--- src/rtl/tpd_pkg.sv ---
package tpd_pkg;
  typedef enum logic [1:0] {
    PERM_ABSENT  = 2'd0,
    PERM_PENDING = 2'd1,
    PERM_RDONLY  = 2'd2,
    PERM_RDWR    = 2'd3
  } perm_e;

  typedef enum logic [1:0] {
    REQ_LOAD  = 2'd0,
    REQ_FETCH = 2'd1,
    REQ_STORE = 2'd2
  } req_e;

  typedef enum logic [3:0] {
    OP_ACCESS  = 4'd0,
    OP_PRESENT = 4'd1,
    OP_AVAIL   = 4'd2,
    OP_ALLOC   = 4'd3,
    OP_DEALLOC = 4'd4,
    OP_PERM_RD = 4'd5,
    OP_PERM_WR = 4'd6,
    OP_PROBE   = 4'd7,
    OP_TOUCH   = 4'd8
  } op_e;
endpackage

--- src/rtl/tpd_set_match.sv ---
module tpd_set_match #(
  parameter int WAYS   = 4,
  parameter int ADDR_W = 16
) (
  input  logic [WAYS*ADDR_W-1:0] tags_i,
  input  logic [WAYS*2-1:0]      perms_i,
  input  logic [ADDR_W-1:0]      addr_i,
  output logic [WAYS-1:0]        present_o,
  output logic [WAYS-1:0]        same_tag_o,
  output logic [WAYS-1:0]        free_o
);
  for (genvar w = 0; w < WAYS; w++) begin : g_way
    logic tag_eq;
    logic absent;
    assign tag_eq        = (tags_i[w*ADDR_W +: ADDR_W] == addr_i);
    assign absent        = (perms_i[w*2 +: 2] == 2'd0);
    assign same_tag_o[w] = tag_eq;
    assign free_o[w]     = absent;
    assign present_o[w]  = tag_eq && !absent;
  end
endmodule

--- src/rtl/tpd_prio_enc.sv ---
module tpd_prio_enc #(
  parameter int N     = 4,
  parameter int IDX_W = 2
) (
  input  logic [N-1:0]     vec_i,
  output logic [IDX_W-1:0] idx_o,
  output logic             any_o
);
  always_comb begin
    idx_o = '0;
    any_o = 1'b0;
    for (int i = N - 1; i >= 0; i--) begin
      if (vec_i[i]) begin
        idx_o = IDX_W'(i);
        any_o = 1'b1;
      end
    end
  end
endmodule

--- src/rtl/tpd_lru.sv ---
module tpd_lru #(
  parameter int SETS  = 4,
  parameter int WAYS  = 4,
  parameter int SET_W = 2,
  parameter int WAY_W = 2
) (
  input  logic             clk,
  input  logic             rst,
  input  logic             touch_en_i,
  input  logic [SET_W-1:0] set_i,
  input  logic [WAY_W-1:0] touch_way_i,
  output logic [WAY_W-1:0] victim_o
);
  logic [WAY_W-1:0] age_q [SETS][WAYS];

  always_ff @(posedge clk) begin
    if (rst) begin
      for (int s = 0; s < SETS; s++)
        for (int w = 0; w < WAYS; w++)
          age_q[s][w] <= WAY_W'(w);
    end else if (touch_en_i) begin
      for (int w = 0; w < WAYS; w++) begin
        if (WAY_W'(w) == touch_way_i)
          age_q[set_i][w] <= '0;
        else if (age_q[set_i][w] < age_q[set_i][touch_way_i])
          age_q[set_i][w] <= age_q[set_i][w] + 1'b1;
      end
    end
  end

  always_comb begin
    logic [WAY_W-1:0] best_age;
    best_age = age_q[set_i][0];
    victim_o = '0;
    for (int w = 1; w < WAYS; w++) begin
      if (age_q[set_i][w] > best_age) begin
        best_age = age_q[set_i][w];
        victim_o = WAY_W'(w);
      end
    end
  end
endmodule

--- src/rtl/tag_perm_dir.sv ---
module tag_perm_dir #(
  parameter int SET_BITS = 4,
  parameter int WAYS     = 4,
  parameter int ADDR_W   = 16,
  localparam int SETS    = 1 << SET_BITS,
  localparam int WAY_W   = (WAYS > 1) ? $clog2(WAYS) : 1
) (
  input  logic              clk,
  input  logic              rst,
  input  logic              cmd_valid_i,
  input  logic [3:0]        cmd_op_i,
  input  logic [ADDR_W-1:0] cmd_addr_i,
  input  logic [1:0]        cmd_req_i,
  input  logic [1:0]        cmd_perm_i,
  output logic              rsp_valid_o,
  output logic              rsp_hit_o,
  output logic [WAY_W-1:0]  rsp_way_o,
  output logic [1:0]        rsp_perm_o,
  output logic [ADDR_W-1:0] rsp_victim_o,
  output logic              rsp_err_o
);
  import tpd_pkg::*;

  logic [ADDR_W-1:0] tag_q  [SETS][WAYS];
  logic [1:0]        perm_q [SETS][WAYS];

  logic [SET_BITS-1:0]    set_idx;
  logic [WAYS*ADDR_W-1:0] cur_tags;
  logic [WAYS*2-1:0]      cur_perms;
  logic [WAYS-1:0]        present_vec, same_vec, free_vec;
  logic [WAY_W-1:0]       hit_way, free_way, victim_way;
  logic                   any_present, any_free;
  logic [1:0]             hit_perm;

  assign set_idx = cmd_addr_i[SET_BITS-1:0];

  for (genvar w = 0; w < WAYS; w++) begin : g_flat
    assign cur_tags[w*ADDR_W +: ADDR_W] = tag_q[set_idx][w];
    assign cur_perms[w*2 +: 2]          = perm_q[set_idx][w];
  end

  tpd_set_match #(.WAYS(WAYS), .ADDR_W(ADDR_W)) match_i (
    .tags_i(cur_tags), .perms_i(cur_perms), .addr_i(cmd_addr_i),
    .present_o(present_vec), .same_tag_o(same_vec), .free_o(free_vec)
  );

  tpd_prio_enc #(.N(WAYS), .IDX_W(WAY_W)) hit_enc_i (
    .vec_i(present_vec), .idx_o(hit_way), .any_o(any_present)
  );

  tpd_prio_enc #(.N(WAYS), .IDX_W(WAY_W)) free_enc_i (
    .vec_i(free_vec), .idx_o(free_way), .any_o(any_free)
  );

  logic             touch_en;
  logic [WAY_W-1:0] touch_way;

  tpd_lru #(.SETS(SETS), .WAYS(WAYS), .SET_W(SET_BITS), .WAY_W(WAY_W)) lru_i (
    .clk(clk), .rst(rst), .touch_en_i(touch_en), .set_i(set_idx),
    .touch_way_i(touch_way), .victim_o(victim_way)
  );

  assign hit_perm = perm_q[set_idx][hit_way];

  logic              n_hit, n_err;
  logic [WAY_W-1:0]  n_way;
  logic [1:0]        n_perm;
  logic [ADDR_W-1:0] n_victim;
  logic              wr_tag, wr_perm;
  logic [WAY_W-1:0]  wr_way;
  logic [1:0]        wr_perm_val;

  always_comb begin
    n_hit       = 1'b0;
    n_err       = 1'b0;
    n_way       = hit_way;
    n_perm      = any_present ? hit_perm : 2'(PERM_ABSENT);
    n_victim    = '0;
    touch_en    = 1'b0;
    touch_way   = hit_way;
    wr_tag      = 1'b0;
    wr_perm     = 1'b0;
    wr_way      = hit_way;
    wr_perm_val = 2'(PERM_ABSENT);
    if (cmd_valid_i) begin
      case (cmd_op_i)
        4'(OP_ACCESS): begin
          if (any_present) begin
            touch_en = 1'b1;
            n_hit = (hit_perm == 2'(PERM_RDWR)) ||
                    ((hit_perm == 2'(PERM_RDONLY)) && (cmd_req_i != 2'(REQ_STORE)));
          end
        end
        4'(OP_PRESENT): n_hit = any_present;
        4'(OP_AVAIL):   n_hit = (|same_vec) || any_free;
        4'(OP_ALLOC): begin
          if (any_present || !any_free) begin
            n_err = 1'b1;
          end else begin
            wr_tag      = 1'b1;
            wr_perm     = 1'b1;
            wr_way      = free_way;
            wr_perm_val = 2'(PERM_PENDING);
            touch_en    = 1'b1;
            touch_way   = free_way;
            n_way       = free_way;
            n_perm      = 2'(PERM_PENDING);
          end
        end
        4'(OP_DEALLOC): begin
          if (!any_present) begin
            n_err = 1'b1;
          end else begin
            wr_perm     = 1'b1;
            wr_perm_val = 2'(PERM_ABSENT);
            n_perm      = 2'(PERM_ABSENT);
          end
        end
        4'(OP_PERM_RD): n_err = !any_present;
        4'(OP_PERM_WR): begin
          if (!any_present) begin
            n_err = 1'b1;
          end else begin
            wr_perm     = 1'b1;
            wr_perm_val = cmd_perm_i;
            n_perm      = cmd_perm_i;
          end
        end
        4'(OP_PROBE): begin
          n_way    = victim_way;
          n_victim = tag_q[set_idx][victim_way];
          n_perm   = perm_q[set_idx][victim_way];
        end
        4'(OP_TOUCH): begin
          if (!any_present) n_err = 1'b1;
          else              touch_en = 1'b1;
        end
        default: n_err = 1'b1;
      endcase
    end
  end

  always_ff @(posedge clk) begin
    if (rst) begin
      for (int s = 0; s < SETS; s++)
        for (int w = 0; w < WAYS; w++) begin
          tag_q[s][w]  <= '0;
          perm_q[s][w] <= 2'(PERM_ABSENT);
        end
    end else begin
      if (wr_tag)  tag_q[set_idx][wr_way]  <= cmd_addr_i;
      if (wr_perm) perm_q[set_idx][wr_way] <= wr_perm_val;
    end
  end

  always_ff @(posedge clk) begin
    if (rst) begin
      rsp_valid_o  <= 1'b0;
      rsp_hit_o    <= 1'b0;
      rsp_way_o    <= '0;
      rsp_perm_o   <= '0;
      rsp_victim_o <= '0;
      rsp_err_o    <= 1'b0;
    end else begin
      rsp_valid_o  <= cmd_valid_i;
      rsp_hit_o    <= n_hit;
      rsp_way_o    <= n_way;
      rsp_perm_o   <= n_perm;
      rsp_victim_o <= n_victim;
      rsp_err_o    <= n_err;
    end
  end
endmodule

--- config.mk ---
export PLATFORM = sky130hd
export DESIGN_NAME = tag_perm_dir
export DESIGN_NICKNAME = d
export VERILOG_FILES = /design/src/rtl/tpd_pkg.sv /design/src/rtl/tpd_set_match.sv /design/src/rtl/tpd_prio_enc.sv /design/src/rtl/tpd_lru.sv /design/src/rtl/tag_perm_dir.sv
export SDC_FILE = /design/constraint.sdc
export NUM_CORES = 2
export LEC_CHECK = 0
export CAP_MARGIN = 5
export CORE_ASPECT_RATIO = 0.75
export CORE_MARGIN = 2
export CORE_UTILIZATION = 39
export CTS_CLUSTER_SIZE = 14
export DETAILED_ROUTE_END_ITERATION = 12
export MAX_ROUTING_LAYER = met4
export PLACE_DENSITY = 0.55
export SYNTH_ARGS = -nofsm -noshare
export SYNTH_HDL_FRONTEND = slang
export SYNTH_SLANG_ARGS = --single-unit
export TNS_END_PERCENT = 50
--- constraint.sdc ---
create_clock -name clk -period 9.8 [get_ports clk]
set_input_delay 1.96 -clock clk [delete_from_list [all_inputs] [get_ports clk]]
set_output_delay 1.96 -clock clk [all_outputs]
set_load 0.01 [all_outputs]
==> out/metrics.cfg <==
[floorplan]
ios = 50
start_util = 0.393
die_h_um = 349
die_x_um = 464
coreArea_mm2 = 0.158
rows = 126
die_area_mm2 = 0.162

[clocking]
clkTransAtPathRegs_ns = 0.06
cts_buffers = 137
cts_setup_buffers = 0
clk_path_buf_depth = 3
cts_tree = yes
clk_latency_ns = 0.80
root_buffer = clkbuf_16
clock_sinks = 1303
ctsResizeCount = 0
ctsHoldBuffers = 0
h-tree-depth = 4

[sta]
skew_ns = 0.0332
slew_violations = 0
setup_tns_ns = 0
timing.final.ws_setup_ns = 1.94
max_freq_mhz = 127
hold_viol_final = 0
fin_crit_ns = 7.86
setup_viol = 0
relSlewSlack = 0.153
rsz0062_at_grt = no
final.period_utilization = 0.802
tightest_slew_ns = 1.26

[route]
via_count = 39200
drt-pass1-iter-count = 6
routed_wl_um = 210000
drc_errors = 0
first_iter_violations = 5745
drt-vias-per-instance = 5.94
wl_per_cell_um = 31.8
ant_nets = 0

[power]
vdd_ir_drop_max_mv = 0.146
power_density_mw_per_mm2 = 187
power.total_mw = 12.9
power_leakage_nw = 25.6

[global_routing]
track_usage = 0.264
antenna_found_initial = 4
grt_max_degree = 193
grt_pass1_wl_um = 294000
grt-ovfl-total = 0
grt_pass1_vias = 37300

[cells_and_area]
syn_to_final_growth_pct = 11.7
drive_above_1_share = 0.178
seq_area_mm2 = 0.0389
nets = 4426
n_fill_cell = 14100
finish.utilization = 0.439
multi_input_area_mm2 = 0.0215
finalNonFillerCells = 6603

[yosys]
synth_cell_type_count = 95
ys_warn_count = 0
ys_seq_area_frac = 0.628
synth_edf_count = 1280
synth.cell_area_mm2 = 0.0620
synth-seq-cells = 1303
synth_ff_type = edfxtp_1
netlist_instances = 4372
syn_area_per_cell_um2 = 14.2
async_reset_ff_frac = 0

[worst_setup_path]
worstSetupStartpointType = primary input
arrival_ns = 8.28
crit_required_ns = 10.22
cp_slowest_cell = nor2_1
cp_common_cell = nor2_1
slowest_delay_ns = 0.81
cp-end-kind = flop
worstPathCellList = buf_8 -> buf_4 -> mux4_2 -> a22oi_1 -> nand2_1 -> o2111ai_1 -> nor2_1 -> or4b_4 -> a21boi_2 -> nand3_1 -> nor3_2 -> nand4_1 -> buf_12 -> nor2_1 -> or2_2
cp_max_fo = 64
path_class = in2reg

[placement]
dpl_worst_slack_ns = 1.10
dpl.cell_count = 6363
gp_congestion = 0.932
io_buffers = 49
hpwl_um = 135000

[run]
cap_violations = 0

[worst_hold_path]
min_path_type = reg2reg

[run_status]
outcome = finished, final reports clean

## metal layers
metal  GRT usage  vias to the layer above  part of all wire  wire [um]
met5           -                        -                 0          0
met4      0.0702                        0             0.027       5650
met3      0.0654                      266              0.11      23700
met2       0.356                     2236              0.41      87000
met1       0.392                    20400              0.45      93400
li1            -                    16400                 -          -
## area by class of cell
| type | count | area share |
|---|---|---|
| clock inverter | 63 | 0.0101 |
| inverter | 19 | 0.00105 |
| timing repair buffer | 198 | 0.0246 |
| antenna | 7 | 0.000253 |
| clock buffer | 169 | 0.0525 |
| multi-input combinational | 2732 | 0.311 |
| sequential | 1303 | 0.562 |
| tap | 2112 | 0.0382 |
## final timing paths
kind | start | endpoint | slack (ns) | cells past startpoint
min reg2reg | tag_q[8][4] | rsp_victim_o[4] | 1.12 | 5
max | cmd_addr_i[0] | tag_q[5][15] | 1.94 | 15
max reg2reg | lru_i.age_q[15][7] | rsp_victim_o[6] | 3.80 | 23
min | tag_q[8][4] | rsp_victim_o[4] | 1.12 | 5
## through the flow
step | instance area, um^2 | hold slack [ns]
detailed placement | 64900 | 1.13
global route | 69200 | 1.21
global placement | 64900 | 1.09
floorplan | 62500 | 0.825
CTS | 69200 | 1.13
finish | 69200 | 1.12
## layout by cell type, fill, tap and decap left out, types with 13 or more instances in the layout
| cell | instances |
|---|---|
| nand2b_1 | 13 |
| mux2_2 | 20 |
| o21bai_1 | 64 |
| xor2_1 | 22 |
| clkinv_1 | 25 |
| nand3_1 | 27 |
| clkbuf_16 | 140 |
| or2_1 | 13 |
| a221o_1 | 16 |
| o211ai_1 | 14 |
| nor2_2 | 24 |
| nor2_1 | 391 |
| and3_1 | 421 |
| o21ai_0 | 33 |
| mux2i_1 | 150 |
| clkbuf_1 | 27 |
| edfxtp_1 | 1280 |
| mux4_2 | 296 |
| nor3_1 | 20 |
| and2_1 | 374 |
| a21o_1 | 55 |
| conb_1 | 128 |
| inv_1 | 15 |
| dfxtp_1 | 23 |
| a211oi_1 | 17 |
| nor2b_1 | 18 |
| or2_2 | 54 |
| a22oi_1 | 38 |
| xnor2_1 | 40 |
| nand2_1 | 218 |
| clkinv_2 | 17 |
| a21oi_1 | 63 |
| buf_4 | 140 |
| clkdlybuf4s50_1 | 32 |
## cells in the mapped netlist (7+ instances only)
cell type  instances  share of area
a22o_1            10         0.0014
mux4_2           296           0.11
nor3_1            24         0.0019
buf_2             47         0.0038
buf_1             22         0.0013
mux2i_1          150          0.024
dfxtp_1           23         0.0074
a221o_1           16         0.0026
nand4_1           12         0.0012
buf_6             20         0.0036
o22ai_1           13         0.0013
buf_4             18         0.0022
or2_1             13         0.0013
a31oi_1           11         0.0011
and2_1           374          0.038
nor4_1             7        0.00071
nor2_2            10         0.0010
o211ai_1          14         0.0017
edfxtp_1        1280           0.62
nand3_1           30         0.0024
a221oi_1          11         0.0016
a21o_1            55         0.0067
o21ai_0           33         0.0027
or2_2             54         0.0055
nor2b_1           18         0.0018
o21a_1             7        0.00085
mux2_2            20         0.0036
a22oi_1           38         0.0046
nand2b_1          13         0.0013
o21bai_1          66         0.0080
nor2_4            10         0.0018
clkbuf_1         330          0.020
ha_1               8         0.0016
nand2_1          218          0.013
a21oi_1           63         0.0051
nor2_1           406          0.025
a211oi_1          17         0.0021
xnor2_1           40         0.0057
xor2_1            22         0.0031
inv_1             17         0.0010
or3_1             11         0.0011
and3_1           422          0.043
## report_power, final
part	switching [mW]	total, mW	internal [mW]
Combinational	0.948	1.37	0.418
Sequential	0.0606	6.37	6.31
Clock	2.28	5.21	2.93
Total	3.29	12.9	9.66
## sequential cells by signal, indices dropped and copies added, names as in the netlist
name and cells:
rsp_err_o 1, lru_i.age_q 128, rsp_hit_o 1, rsp_victim_o 16, rsp_perm_o 2, tag_q 1024
rsp_way_o 2, rsp_valid_o 1, perm_q 128
## kinds of logic after synthesis
group                      synth area share
and+or+nand+nor                       0.142
DFF                                   0.628
muxes                                 0.136
buffers and inverters                0.0341
AOI/OAI and AO/OA                    0.0494
xor gates and xnor gates            0.00876
adders and majority gates           0.00232
other                             0.0000605
## critical path: cells and delay by family
kind	cells	cell delay, ns
AO/OA/AOI/OAI	3	1.03
buffers and inverters	3	1.35
multiplexers	1	0.56
AND/OR/NAND/NOR	8	3.17
Power figures use the tool's default switching activity.
